--- src/rtl/cnt_pkg.sv ---
package cnt_pkg;

  // Action applied at the next rising edge (clear is handled asynchronously)
  typedef enum logic [1:0] {
    OP_HOLD  = 2'd0,
    OP_LOAD  = 2'd1,
    OP_COUNT = 2'd2
  } op_e;

  // Priority: load over counting; counting needs both enables
  function automatic op_e pick_op(input logic load_n, input logic en_a, input logic en_b);
    if (!load_n)         return OP_LOAD;
    else if (en_a && en_b) return OP_COUNT;
    else                 return OP_HOLD;
  endfunction

endpackage

--- src/rtl/cnt_op_decode.sv ---
module cnt_op_decode
  import cnt_pkg::*;
(
  input  logic load_n,
  input  logic en_par,
  input  logic en_carry,
  output op_e  op,
  output logic advance
);

  always_comb begin
    op      = pick_op(load_n, en_par, en_carry);
    advance = (op == OP_COUNT);
  end

endmodule

--- src/rtl/cnt_next_value.sv ---
module cnt_next_value
  import cnt_pkg::*;
#(
  parameter int WIDTH = 4
) (
  input  op_e              op,
  input  logic [WIDTH-1:0] cur,
  input  logic [WIDTH-1:0] din,
  output logic [WIDTH-1:0] nxt,
  output logic             wraps
);

  localparam logic [WIDTH-1:0] ALL_ONES = {WIDTH{1'b1}};

  function automatic logic [WIDTH-1:0] inc_wrap(input logic [WIDTH-1:0] v);
    return v + {{(WIDTH-1){1'b0}}, 1'b1};
  endfunction

  always_comb begin
    unique case (op)
      OP_LOAD:  nxt = din;
      OP_COUNT: nxt = inc_wrap(cur);
      default:  nxt = cur;
    endcase
    wraps = (op == OP_COUNT) && (cur == ALL_ONES);
  end

endmodule

--- src/rtl/cnt_state_reg.sv ---
module cnt_state_reg
  import cnt_pkg::*;
#(
  parameter int WIDTH = 4
) (
  input  logic             clk,
  input  logic             clr_n,
  input  op_e              op,
  input  logic             wraps,
  input  logic [WIDTH-1:0] din,
  input  logic [WIDTH-1:0] nxt,
  output logic [WIDTH-1:0] q
);

  localparam logic [WIDTH-1:0] ZERO = '0;

  always_ff @(posedge clk or negedge clr_n) begin
    if (!clr_n) q <= ZERO;
    else        q <= nxt;
  end

  // clear holds the count at zero
  p_clear_zero_r1: assert property (@(posedge clk) !clr_n |-> q == ZERO)
    else $error("p_clear_zero_r1");

  // load copies the data word
  p_load_copies_r2: assert property (@(posedge clk) disable iff (!clr_n)
    op == OP_LOAD |=> q == $past(din))
    else $error("p_load_copies_r2");

  // count advances by one
  p_count_inc_r3: assert property (@(posedge clk) disable iff (!clr_n)
    op == OP_COUNT |=> q == WIDTH'($past(q) + 1'b1))
    else $error("p_count_inc_r3");

  // hold keeps the count
  p_hold_stable_r4: assert property (@(posedge clk) disable iff (!clr_n)
    op == OP_HOLD |=> $stable(q))
    else $error("p_hold_stable_r4");

  // wrap lands on zero
  p_wrap_zero_r7: assert property (@(posedge clk) disable iff (!clr_n)
    wraps |=> q == ZERO)
    else $error("p_wrap_zero_r7");

endmodule

--- src/rtl/cnt_term_detect.sv ---
module cnt_term_detect #(
  parameter int WIDTH = 4
) (
  input  logic [WIDTH-1:0] q,
  input  logic             en_carry,
  output logic             at_max,
  output logic             tc
);

  always_comb begin
    at_max = &q;
    tc     = en_carry & at_max;
  end

endmodule

--- src/rtl/casc_counter.sv ---
module casc_counter
  import cnt_pkg::*;
#(
  parameter int WIDTH = 4
) (
  input  logic             clk,
  input  logic             clr_n,
  input  logic             load_n,
  input  logic             en_par,
  input  logic             en_carry,
  input  logic [WIDTH-1:0] din,
  output logic [WIDTH-1:0] count,
  output logic             tc
);

  op_e              op;
  logic             advance;
  logic             wraps;
  logic             at_max;
  logic [WIDTH-1:0] nxt;

  cnt_op_decode u_dec (
    .load_n   (load_n),
    .en_par   (en_par),
    .en_carry (en_carry),
    .op       (op),
    .advance  (advance)
  );

  cnt_next_value #(.WIDTH(WIDTH)) u_nxt (
    .op    (op),
    .cur   (count),
    .din   (din),
    .nxt   (nxt),
    .wraps (wraps)
  );

  cnt_state_reg #(.WIDTH(WIDTH)) u_reg (
    .clk   (clk),
    .clr_n (clr_n),
    .op    (op),
    .wraps (wraps),
    .din   (din),
    .nxt   (nxt),
    .q     (count)
  );

  cnt_term_detect #(.WIDTH(WIDTH)) u_tc (
    .q        (count),
    .en_carry (en_carry),
    .at_max   (at_max),
    .tc       (tc)
  );

  // the flag needs the carry enable and a full count
  p_tc_needs_carry_r5: assert property (@(posedge clk) disable iff (!clr_n)
    tc |-> (en_carry && count == {WIDTH{1'b1}}))
    else $error("p_tc_needs_carry_r5");

  // advancing requires load idle and both enables
  p_adv_gating_r3: assert property (@(posedge clk) disable iff (!clr_n)
    advance |-> (load_n && en_par && en_carry))
    else $error("p_adv_gating_r3");

  // an advancing stage at full count raises the carry for its neighbour
  p_carry_out_r9: assert property (@(posedge clk) disable iff (!clr_n)
    (advance && at_max) |-> tc)
    else $error("p_carry_out_r9");

endmodule

--- config.mk ---
export PLATFORM = sky130hd
export DESIGN_NAME = casc_counter
export DESIGN_NICKNAME = d
export VERILOG_FILES = /design/src/rtl/cnt_pkg.sv /design/src/rtl/cnt_op_decode.sv /design/src/rtl/cnt_next_value.sv /design/src/rtl/cnt_state_reg.sv /design/src/rtl/cnt_term_detect.sv /design/src/rtl/casc_counter.sv
export SDC_FILE = /design/constraint.sdc
export NUM_CORES = 1
export LEC_CHECK = 0
export BUFFER_PORTS_ARGS = -buffer_cell sky130_fd_sc_hd__clkbuf_2
export CAP_MARGIN = 40
export CELL_PAD_IN_SITES_DETAIL_PLACEMENT = 2
export CELL_PAD_IN_SITES_GLOBAL_PLACEMENT = 2
export CORE_MARGIN = 3
export CORE_UTILIZATION = 19
export CTS_CLUSTER_DIAMETER = 50
export DETAILED_ROUTE_END_ITERATION = 10
export PLACE_DENSITY = 0.63
export SETUP_SLACK_MARGIN = 0.5
export SLEW_MARGIN = 20
export SYNTH_ARGS = -nofsm -noshare
export SYNTH_HDL_FRONTEND = slang
export SYNTH_HIERARCHICAL = 1
export SYNTH_SLANG_ARGS = --single-unit
export TNS_END_PERCENT = 1
--- constraint.sdc ---
create_clock -name clk -period 1.2 [get_ports clk]
set_clock_uncertainty 0.15 [all_clocks]
set_input_delay 0.12 -clock clk [delete_from_list [all_inputs] [get_ports clk]]
set_output_delay 0.12 -clock clk [all_outputs]
set_load 0.02 [all_outputs]
==> impl_metrics.ini <==
[sta]
hold_viol_final = 0
maxSlewHeadroom = 0.861
finalSetupTns_ns = -0.458
max_freq_ghz = 0.756
min_period_ns = 1.32
drv_slew = 0
layout_setup_ws_ns = -0.123
max_slew.worst_pin.slew_ns = 0.208
setup_viol = 6
hold_ws_ns = 0.0440
timing.final.crit_share = 1.10
rsz0062_at_grt = true

[drt]
routed_wl_um = 915
dr.first_iter.drc_count = 1
vias = 326
drcViolationCount = 0
ant_nets = 0
avgRoutedWirePerCell_um = 12.7
drt_first_pass_iters = 3
routed_via_density = 4.53

[place]
place_inst = 62
dp_hpwl_um = 711
io_buffers = 13
finalWeightedCongestion = 0.736
place_ws_ns = -0.137

[worst_hold_path]
hold_path_depth = 3
hold_end = u_reg/q[0]$_DFF_PN0_
hold_start = din[0]
min_path_type = primary input to flip-flop

[finish]
syn_to_final_growth_pct = 95.0
fin_nets = 70
nFillCells = 154
top_register = u_reg/q
largest_reg_flops = 4
reg_top3 = u_reg/q (4)
instances_no_fill = 72
antenna_cells = 0
layout-drive-gt1-share = 0.632

[run_status]
outcome = finished, violations left
violations = negative setup slack

[die]
num_rows = 13
core-area_um2 = 1330
die_area_um2 = 1960
start_util = 0.208
boundaryPins = 14
die_h_um = 44.2
fp.dieW_um = 44.2

[pwr]
p_leak_nw = 0.266
vdd_drop_max_uv = 339
cellPowerDensity_nw_per_um2 = 1080

[clock_tree]
cts_tree = done
cts_sinks = 4
clkTransAtPathRegs_ns = 0.04
clockBufferDepth = 2
root_buffer = clkbuf_4
clkLatencyLatePin_ns = 0.23
numCtsBuffers = 3
cts_max_level = 1

[logic_synthesis]
ys_warn_count = 6
postSynthCellCount = 31
syn_area_um2 = 278
avgSynthCellArea_um2 = 8.96
syn_nets = 43

[global_routing]
gr-total-overflow = 0
antenna_found_initial = 0
grt_max_degree = 7
grt_pass1_vias = 358
grt_util_all_layers = 0.114
grt_pass1_wl_um = 1550

[worst_setup_path]
cp-start-kind = flip-flop
critical_path.slowest_cell = dfrtp_2
worstPathRequired_ns = 0.93
critical_path.max_fanout = 2
timing.rr.end = u_reg/q[2]$_DFF_PN0_
path_cells = and4_4, and2_4, buf_8
worstSetupPathType = flip-flop to output port
rrSetupSlack_ns = -0.07
end_kind = output port
worst-endpoint-arrival_ns = 1.05
reg2reg_from = u_reg/q[1]$_DFF_PN0_
r2r_cells = 5
max_stage_delay_ns = 0.40

[job]
cap_violations = 0
-- what timing repair did --
item	in CTS	in global routing
setup endpoints to repair	9	9
pin swaps	5	4
hold buffers	1	0
endpoints found under the hold margin	4	0
resized for setup	8	12
buffers inserted	3	2
-- report_power, final --
group / leakage [nW] / switching (W) / internal [W] / total, W
registers: 0.0487 / 0.0000117 / 0.000154 / 0.000166
clock network: 0.0150 / 0.0000538 / 0.000125 / 0.000179
logic: 0.203 / 0.000110 / 0.000129 / 0.000239
total: 0.266 / 0.000176 / 0.000408 / 0.000584
-- per-stage QoR --
stage	utilization	cell area [um^2]	power [W]
5_1_grt	0.406	542	0.000633
3_5_place_dp	0.299	399	0.000327
3_3_place_gp	0.299	399	0.000320
2_1_floorplan	-	293	0.000250
4_1_cts	0.370	493	0.000549
6_report	0.406	542	0.000584
-- critical path: cells and delay by family, from the launching register on --
kind / cells / cell delay (ns)
buffers and inverters: 1 / 0.12
flip-flops: 1 / 0.40
AND/OR/NAND/NOR: 2 / 0.30
-- cell usage in the layout (no fill, tap or decap), drive strengths merged, types with 2 or more instances in the layout --
cell and instances:
a21oi 2, and3 2, buf 13, clkbuf 13
dfrtp 4, ha 3, inv 5, nand2 2
o21ai 3
-- per-layer routing --
layer,share of wire,wire [um],global-route usage
met5,0,0,0
met4,0,0,0.0723
met3,0.040,37,0.0163
met2,0.53,484,0.189
met1,0.43,393,0.136
-- worst max-delay path by stage --
stage | startpoint | endpoint | slack (ns)
after global placement | load_n | u_reg/q[0]$_DFF_PN0_ | -0.12
after global routing | u_reg/q[0]$_DFF_PN0_ | tc | -0.16
after CTS | u_reg/q[1]$_DFF_PN0_ | tc | -0.15
final | u_reg/q[0]$_DFF_PN0_ | tc | -0.12
after floorplan | u_reg/q[1]$_DFF_PN0_ | u_reg/q[1]$_DFF_PN0_ | -0.02
after detailed placement | load_n | u_reg/q[0]$_DFF_PN0_ | -0.14
-- cell type report --
cell class | count | area (um^2) | area share
multi-input combinational | 21 | 199 | 0.367
timing repair buffer | 23 | 176 | 0.326
sequential | 4 | 103 | 0.189
clock buffer | 4 | 26.3 | 0.0485
inverter | 5 | 18.8 | 0.0346
tap | 15 | 18.8 | 0.0346
Power figures use the tool's default switching activity.
